## src/rtl/stp_pkg.sv

```systemverilog
package stp_pkg;
  typedef enum logic {ST_IDLE, ST_RUN} run_state_e;
endpackage

```

## src/rtl/stp_tick_timer.sv

```systemverilog
module stp_tick_timer #(
  parameter int unsigned TIMER_W = 16
) (
  input  logic               clk_i,
  input  logic               rst_ni,
  input  logic               load_i,
  input  logic [TIMER_W-1:0] period_i,
  input  logic               run_i,
  output logic               tick_o
);
  logic [TIMER_W-1:0] cnt_q, reload_q, period_eff;

  assign period_eff = (period_i == '0) ? TIMER_W'(1) : period_i;

  always_ff @(posedge clk_i or negedge rst_ni) begin
    if (!rst_ni) begin
      cnt_q    <= '0;
      reload_q <= '0;
    end else if (load_i) begin
      cnt_q    <= period_eff - TIMER_W'(1);
      reload_q <= period_eff - TIMER_W'(1);
    end else if (run_i) begin
      if (cnt_q == '0) cnt_q <= reload_q;
      else             cnt_q <= cnt_q - TIMER_W'(1);
    end
  end

  assign tick_o = run_i && !load_i && (cnt_q == '0);

  assert_cnt_bound_R2: assert property (@(posedge clk_i) disable iff (!rst_ni)
    cnt_q <= reload_q);
endmodule

```

## src/rtl/stp_axis_tracer.sv

```systemverilog
module stp_axis_tracer #(
  parameter int unsigned ACC_W = 37
) (
  input  logic             clk_i,
  input  logic             rst_ni,
  input  logic             preset_i,
  input  logic [ACC_W-1:0] half_i,
  input  logic             tick_i,
  input  logic [ACC_W-1:0] add_i,
  input  logic [ACC_W-1:0] thresh_i,
  output logic             fire_o
);
  logic [ACC_W-1:0] acc_q, acc_sum;

  assign acc_sum = acc_q + add_i;
  assign fire_o  = tick_i && (acc_sum > thresh_i);

  always_ff @(posedge clk_i or negedge rst_ni) begin
    if (!rst_ni)       acc_q <= '0;
    else if (preset_i) acc_q <= half_i;
    else if (tick_i)   acc_q <= fire_o ? (acc_sum - thresh_i) : acc_sum;
  end

  assert_preset_no_tick_R6: assert property (@(posedge clk_i) disable iff (!rst_ni)
    preset_i |-> !tick_i);
  assert_acc_bound_R3: assert property (@(posedge clk_i) disable iff (!rst_ni)
    tick_i |-> (acc_q <= thresh_i));
endmodule

```

## src/rtl/stp_pulse_shaper.sv

```systemverilog
module stp_pulse_shaper #(
  parameter int unsigned PULSE_W = 8
) (
  input  logic               clk_i,
  input  logic               rst_ni,
  input  logic               fire_i,
  input  logic [PULSE_W-1:0] width_i,
  input  logic [PULSE_W-1:0] delay_i,
  output logic               step_o,
  output logic               busy_o
);
  logic               pend_q, step_q;
  logic [PULSE_W-1:0] dcnt_q, wcnt_q, width_eff;

  assign width_eff = (width_i == '0) ? PULSE_W'(1) : width_i;

  always_ff @(posedge clk_i or negedge rst_ni) begin
    if (!rst_ni) begin
      pend_q <= 1'b0;
      step_q <= 1'b0;
      dcnt_q <= '0;
      wcnt_q <= '0;
    end else if (fire_i) begin
      if (delay_i == '0) begin
        pend_q <= 1'b0;
        step_q <= 1'b1;
        wcnt_q <= width_eff - PULSE_W'(1);
      end else begin
        pend_q <= 1'b1;
        step_q <= 1'b0;
        dcnt_q <= delay_i - PULSE_W'(1);
      end
    end else if (pend_q) begin
      if (dcnt_q == '0) begin
        pend_q <= 1'b0;
        step_q <= 1'b1;
        wcnt_q <= width_eff - PULSE_W'(1);
      end else begin
        dcnt_q <= dcnt_q - PULSE_W'(1);
      end
    end else if (step_q) begin
      if (wcnt_q == '0) step_q <= 1'b0;
      else              wcnt_q <= wcnt_q - PULSE_W'(1);
    end
  end

  assign step_o = step_q;
  assign busy_o = pend_q | step_q;

  assert_pend_excl_R8: assert property (@(posedge clk_i) disable iff (!rst_ni)
    pend_q |-> !step_q);
endmodule

```

## src/rtl/multi_axis_stepper.sv

```systemverilog
module multi_axis_stepper
  import stp_pkg::*;
#(
  parameter int unsigned N_AXES    = 3,
  parameter int unsigned BLK_DEPTH = 4,
  parameter int unsigned STEP_W    = 32,
  parameter int unsigned TIMER_W   = 16,
  parameter int unsigned LEVEL_W   = 2,
  parameter int unsigned PULSE_W   = 8,
  localparam int unsigned IDX_W    = (BLK_DEPTH > 1) ? $clog2(BLK_DEPTH) : 1
) (
  input  logic                     clk_i,
  input  logic                     rst_ni,
  input  logic                     rec_we_i,
  input  logic [IDX_W-1:0]         rec_idx_i,
  input  logic [N_AXES-1:0]        rec_dir_i,
  input  logic [N_AXES*STEP_W-1:0] rec_steps_i,
  input  logic [STEP_W-1:0]        rec_events_i,
  input  logic                     seg_valid_i,
  output logic                     seg_ready_o,
  input  logic [TIMER_W-1:0]       seg_ticks_i,
  input  logic [IDX_W-1:0]         seg_blk_i,
  input  logic [TIMER_W-1:0]       seg_period_i,
  input  logic [LEVEL_W-1:0]       seg_level_i,
  input  logic [PULSE_W-1:0]       pulse_width_i,
  input  logic [PULSE_W-1:0]       step_delay_i,
  output logic [N_AXES-1:0]        step_o,
  output logic [N_AXES-1:0]        dir_o,
  output logic                     idle_o
);
  localparam int unsigned MAX_LEVEL = (1 << LEVEL_W) - 1;
  localparam int unsigned ACC_W     = STEP_W + MAX_LEVEL + 2;

  logic [N_AXES-1:0]        rec_dir_q   [BLK_DEPTH];
  logic [N_AXES*STEP_W-1:0] rec_steps_q [BLK_DEPTH];
  logic [STEP_W-1:0]        rec_ev_q    [BLK_DEPTH];

  run_state_e         state_q;
  logic [TIMER_W-1:0] ticks_q;
  logic [LEVEL_W-1:0] level_q;
  logic [IDX_W-1:0]   cur_blk_q, last_blk_q, sel_blk;
  logic               have_blk_q;
  logic [N_AXES-1:0]  dir_q, fire, busy;
  logic               busy_any, accept, start, new_blk, tick, running;
  logic [ACC_W-1:0]   thresh, half;
  logic [LEVEL_W-1:0] shift_amt;

  always_ff @(posedge clk_i or negedge rst_ni) begin
    if (!rst_ni) begin
      for (int i = 0; i < BLK_DEPTH; i++) begin
        rec_dir_q[i]   <= '0;
        rec_steps_q[i] <= '0;
        rec_ev_q[i]    <= '0;
      end
    end else if (rec_we_i) begin
      rec_dir_q[rec_idx_i]   <= rec_dir_i;
      rec_steps_q[rec_idx_i] <= rec_steps_i;
      rec_ev_q[rec_idx_i]    <= rec_events_i;
    end
  end

  assign busy_any    = |busy;
  assign running     = (state_q == ST_RUN);
  assign seg_ready_o = !running && !busy_any;
  assign idle_o      = !running && !busy_any;
  assign accept      = seg_valid_i && seg_ready_o;
  assign start       = accept && (seg_ticks_i != '0);
  assign new_blk     = start && (!have_blk_q || (seg_blk_i != last_blk_q));
  assign sel_blk     = running ? cur_blk_q : seg_blk_i;
  assign thresh      = ACC_W'(rec_ev_q[sel_blk]) << MAX_LEVEL;
  assign half        = thresh >> 1;
  assign shift_amt   = LEVEL_W'(MAX_LEVEL) - level_q;

  always_ff @(posedge clk_i or negedge rst_ni) begin
    if (!rst_ni) begin
      state_q    <= ST_IDLE;
      ticks_q    <= '0;
      level_q    <= '0;
      cur_blk_q  <= '0;
      last_blk_q <= '0;
      have_blk_q <= 1'b0;
      dir_q      <= '0;
    end else if (start) begin
      state_q   <= ST_RUN;
      ticks_q   <= seg_ticks_i;
      level_q   <= seg_level_i;
      cur_blk_q <= seg_blk_i;
      if (new_blk) begin
        last_blk_q <= seg_blk_i;
        have_blk_q <= 1'b1;
        dir_q      <= rec_dir_q[seg_blk_i];
      end
    end else if (tick) begin
      ticks_q <= ticks_q - TIMER_W'(1);
      if (ticks_q == TIMER_W'(1)) state_q <= ST_IDLE;
    end
  end

  assign dir_o = dir_q;

  stp_tick_timer #(.TIMER_W(TIMER_W)) u_timer (
    .clk_i    (clk_i),
    .rst_ni   (rst_ni),
    .load_i   (start),
    .period_i (seg_period_i),
    .run_i    (running),
    .tick_o   (tick)
  );

  for (genvar a = 0; a < N_AXES; a++) begin : g_axis
    logic [ACC_W-1:0] add;
    assign add = ACC_W'(rec_steps_q[sel_blk][a*STEP_W +: STEP_W]) << shift_amt;

    stp_axis_tracer #(.ACC_W(ACC_W)) u_tracer (
      .clk_i    (clk_i),
      .rst_ni   (rst_ni),
      .preset_i (new_blk),
      .half_i   (half),
      .tick_i   (tick),
      .add_i    (add),
      .thresh_i (thresh),
      .fire_o   (fire[a])
    );

    stp_pulse_shaper #(.PULSE_W(PULSE_W)) u_shaper (
      .clk_i   (clk_i),
      .rst_ni  (rst_ni),
      .fire_i  (fire[a]),
      .width_i (pulse_width_i),
      .delay_i (step_delay_i),
      .step_o  (step_o[a]),
      .busy_o  (busy[a])
    );
  end

  assert_tick_in_run_R2: assert property (@(posedge clk_i) disable iff (!rst_ni)
    tick |-> (state_q == ST_RUN));
  assert_idle_quiet_R10: assert property (@(posedge clk_i) disable iff (!rst_ni)
    idle_o |-> (step_o == '0));
  assert_dir_hold_R6: assert property (@(posedge clk_i) disable iff (!rst_ni)
    (|step_o) |-> $stable(dir_o));
  assert_ticks_live_R9: assert property (@(posedge clk_i) disable iff (!rst_ni)
    (state_q == ST_RUN) |-> (ticks_q != '0));
endmodule

```

## config.mk

```make
export PLATFORM = sky130hd
export DESIGN_NAME = multi_axis_stepper
export DESIGN_NICKNAME = d
export VERILOG_FILES = /design/src/rtl/stp_pkg.sv /design/src/rtl/stp_tick_timer.sv /design/src/rtl/stp_axis_tracer.sv /design/src/rtl/stp_pulse_shaper.sv /design/src/rtl/multi_axis_stepper.sv
export SDC_FILE = /design/constraint.sdc
export NUM_CORES = 2
export LEC_CHECK = 0
export BUFFER_PORTS_ARGS = -buffer_cell sky130_fd_sc_hd__buf_2
export CORE_MARGIN = 4
export CORE_UTILIZATION = 40
export DETAILED_ROUTE_END_ITERATION = 16
export GPL_ROUTABILITY_DRIVEN = 0
export PLACE_DENSITY_LB_ADDON = 0.25
export SLEW_MARGIN = 20
export SYNTH_ARGS = -nofsm -noshare
export SYNTH_HDL_FRONTEND = slang
export SYNTH_SLANG_ARGS = --single-unit
```

## constraint.sdc

```tcl
create_clock -name clk_i -period 24.5 [get_ports clk_i]
set_input_delay 2.45 -clock clk_i [delete_from_list [all_inputs] [get_ports clk_i]]
set_output_delay 2.45 -clock clk_i [all_outputs]
set_load 0.005 [all_outputs]
```

==> metrics.txt <==
share of layout cells above drive strength 1=24.1%; vias in the first global route=35200; routed vias/inst=5.84; Post-CTS Hold Buffers=0; final WL=135 mm; clock sink total=748; met3 Resource Use GR=3.00%; Setup Crit Path Kind=input port to flop; Yosys reg bits=748; Post-CTS Setup Repair Bufs=0; largest stage delay on the critical path=0.83 ns; clock buffer depth=3; worst path arrival time=11.97 ns; r2r setup slk=14.00 ns; Die Wd=350 um; Critical Path RT=25.03 ns; Reg2Reg Depth=31; Final min period=11.43 ns; r2r endpoint=g_axis[1].u_shaper.wcnt_q[0]$_DFFE_PN0P_; Distinct cells, synth=93; critical path endpoint category=flop; Synth Flop Type=dfrtp_1; met1 global-route usage=29.7%; antenna violations before repair=2; crit path to=g_axis[0].u_shaper.wcnt_q[7]$_DFFE_PN0P_; final count of hold timing violations=0; Die Y=350 um; clk_lat worst skew=0.67 ns; dpl cell area=49500 sq um; Syn Nets=4747; Worst setup startpoint=seg_blk_i[0]; # setup viols final=0; Reg clk slew, reported paths=0.06 ns; HP Class=flop to flop; DRC errors left=0; ANT nets after route=0; design area=52400 sq um; number of buffers created by CTS=84; Top Usage Layer GRT=met2; Final Cycle Share=46.7%; Tot Pwr=4160 uW; clk_skew=0.0328 ns; Final Max Slew Viols=0; CP max-delay cell=buf_4; Max Freq=87.5 MHz; Final #Nets=4872; row count=125; CTS resizes=0; Mean Syn Cell Area=10.8 sq um; DP HPWL=98.4 mm; RSZ-0062 raised after global routing=no; Syn. warnings=0; total vias in the final route=35300; Pre-antenna DRT Iters=6; critical path startpoint category=input port; worst-margin pin slew=0.997 ns; static leakage=0.0230 uW; clk root buf=clkbuf_16; VDD IR max=0.0572 mV; largest net degree at the start of global routing=133; Crit path top cell by count=a21oi_1; Crit Reg-Reg Startpoint=running$_DFFE_PN0P_; outcome=finished, final reports clean; fin util=45.0%; setup tns final=0 ns; first-pass GRT wire length=211 mm; # IOs=197; ys async rst share=100%; Synth Cell Area=46900 sq um; Mapped Cells=4333; area of the die=123000 sq um; max-cap viol count=0; WL per Instance=22.4 um; Overall Global Routing Usage=21.8%; gr ovfl total=0; starting density of the core=40.3%; slew margin rel.=33.6%; CP Max Fanout=45; sequential share of the synthesized area=39.9%; EDFF count, synth=0; H-tree Lvls=3; core area=116000 sq um; TritonCTS clock tree=yes; power density cells=79.4 nW/um^2; Port Buffers=196; met2 Use GR=35.9%; Syn-to-layout area delta=11.7%; DR iter-0 viols=2590
-- critical path: cells and delay by family --
kind,cells,cell delay (ns)
buffers and inverters,5,2.29
AOI/OAI and AO/OA,13,3.38
adders and majority gates,2,0.73
and+or+nand+nor,7,1.82
muxes,4,1.08
xor gates and xnor gates,1,0.10
-- metrics by stage --
| step | setup slack, ns | cells | hold WS (ns) |
|---|---|---|---|
| after floorplan | 14.30 | 4333 | 0.434 |
| after global placement | 12.47 | 5895 | 0.450 |
| after detailed placement | 12.36 | 5895 | 0.452 |
| after CTS | 13.05 | 6044 | 0.470 |
| after global routing | 12.21 | 6045 | 0.483 |
| final | 13.07 | 6050 | 0.467 |
-- how the worst min path moves through the flow --
stage / to / start / slack (ns) / depth (start not counted)
after floorplan: have_blk_q$_DFFE_PN0P_ / have_blk_q$_DFFE_PN0P_ / 0.43 / 1
after global routing: have_blk_q$_DFFE_PN0P_ / have_blk_q$_DFFE_PN0P_ / 0.48 / 1
after CTS: have_blk_q$_DFFE_PN0P_ / have_blk_q$_DFFE_PN0P_ / 0.47 / 1
after detailed placement: have_blk_q$_DFFE_PN0P_ / have_blk_q$_DFFE_PN0P_ / 0.45 / 1
after global placement: have_blk_q$_DFFE_PN0P_ / have_blk_q$_DFFE_PN0P_ / 0.45 / 1
final: dir_o[2]$_DFFE_PN0P_ / dir_o[2]$_DFFE_PN0P_ / 0.47 / 2
-- logic make-up (layout without fill, tap and decap cells) --
logic type | after synthesis | in the layout | synth area share [%]
other cells | 0 | 5 | 0
mux | 893 | 893 | 24.0
flops | 748 | 748 | 39.9
xor+xnor | 209 | 209 | 3.94
fa+ha+maj | 227 | 227 | 6.14
simple gates | 938 | 938 | 9.41
buf+inv | 338 | 526 | 2.80
compound gates | 980 | 980 | 13.8
-- state kept, by name (all words and copies together), names as in the netlist, 3 cells and up --
signal and flops:
g_axis.u_shaper.wcnt_q 24, rec_steps_q 384, g_axis.u_shaper.pend_q 3, g_axis.u_shaper.dcnt_q 24, u_timer.cnt_q 16, ticks_q 16, dir_o 3, u_timer.reload_q 16
g_axis.u_shaper.step_o 3, rec_ev_q 128, g_axis.u_tracer.acc_q 111, rec_dir_q 12
-- cells in the mapped netlist (11+ instances only) --
cell type  instances  share of area (%)
nor3_1            77               0.82
a211oi_1          39               0.62
o21bai_1          33               0.53
a22o_1            11               0.21
a21o_1           132                2.1
and2_1            19               0.25
o2bb2ai_1         16               0.30
nor2_1           209                1.7
mux2_2           529                 13
nand2_1          337                2.7
o31ai_1           25               0.40
a221oi_1          11               0.21
o21ai_0          179                1.9
a31oi_1           21               0.28
dfrtp_1          748                 40
clkbuf_1         148                1.2
nand3_1           67               0.72
o21a_1            26               0.42
xor2_1            71                1.3
buf_2             16               0.17
o22ai_1           21               0.28
ha_1             219                5.8
xnor2_1          137                2.6
inv_1            128                1.0
o211ai_1          72                1.2
nand2b_1          26               0.35
or3_1             32               0.43
or2_2             12               0.16
a21oi_1          253                2.7
mux4_2           131                6.3
and3_1            29               0.39
nor4_1            29               0.39
mux2i_1          233                5.0
nor2b_1           27               0.36
nand4_1           28               0.37
a22oi_1           16               0.26
buf_1             39               0.31
-- layout make-up --
cell class / instances / area, sq um
fill: 11000 / 64000
sequential: 748 / 18700
clock buffer: 118 / 2400
antenna: 5 / 12.5
inverter: 129 / 484
multi-input combinational: 3247 / 26900
tap: 1524 / 1910
timing repair buffer: 248 / 1440
clock inverter: 31 / 457
-- layout by cell type, fill, tap and decap left out, types with 17 or more instances in the layout --
cell type / synthesis / layout
dfrtp_1: 748 / 746
mux2_2: 529 / 529
nand2_1: 337 / 336
a21oi_1: 253 / 253
mux2i_1: 233 / 231
ha_1: 219 / 219
nor2_1: 209 / 208
buf_2: 16 / 195
o21ai_0: 179 / 179
xnor2_1: 137 / 137
a21o_1: 132 / 132
mux4_2: 131 / 131
inv_1: 128 / 128
clkbuf_16: 0 / 85
nor3_1: 77 / 76
o211ai_1: 72 / 72
xor2_1: 71 / 71
nand3_1: 67 / 66
buf_4: 5 / 47
a211oi_1: 39 / 39
o21bai_1: 33 / 33
or3_1: 32 / 32
nor4_1: 29 / 29
nand4_1: 28 / 28
and3_1: 29 / 28
nor2b_1: 27 / 27
o21a_1: 26 / 26
nand2b_1: 26 / 26
o31ai_1: 25 / 25
a31oi_1: 21 / 21
o22ai_1: 21 / 21
clkbuf_1: 148 / 18
and2_1: 19 / 17
-- layer usage --
layer	routed length, um	vias up
met5	0	-
met4	4800	0
met3	7360	215
met2	63400	906
met1	59800	17800
li1	-	16400
-- power by group --
| part | total (uW) | switching, uW | internal (uW) |
|---|---|---|---|
| combinational | 1350 | 756 | 592 |
| clock | 1320 | 543 | 774 |
| sequential | 1490 | 83.6 | 1410 |
Power figures use the tool's default switching activity.
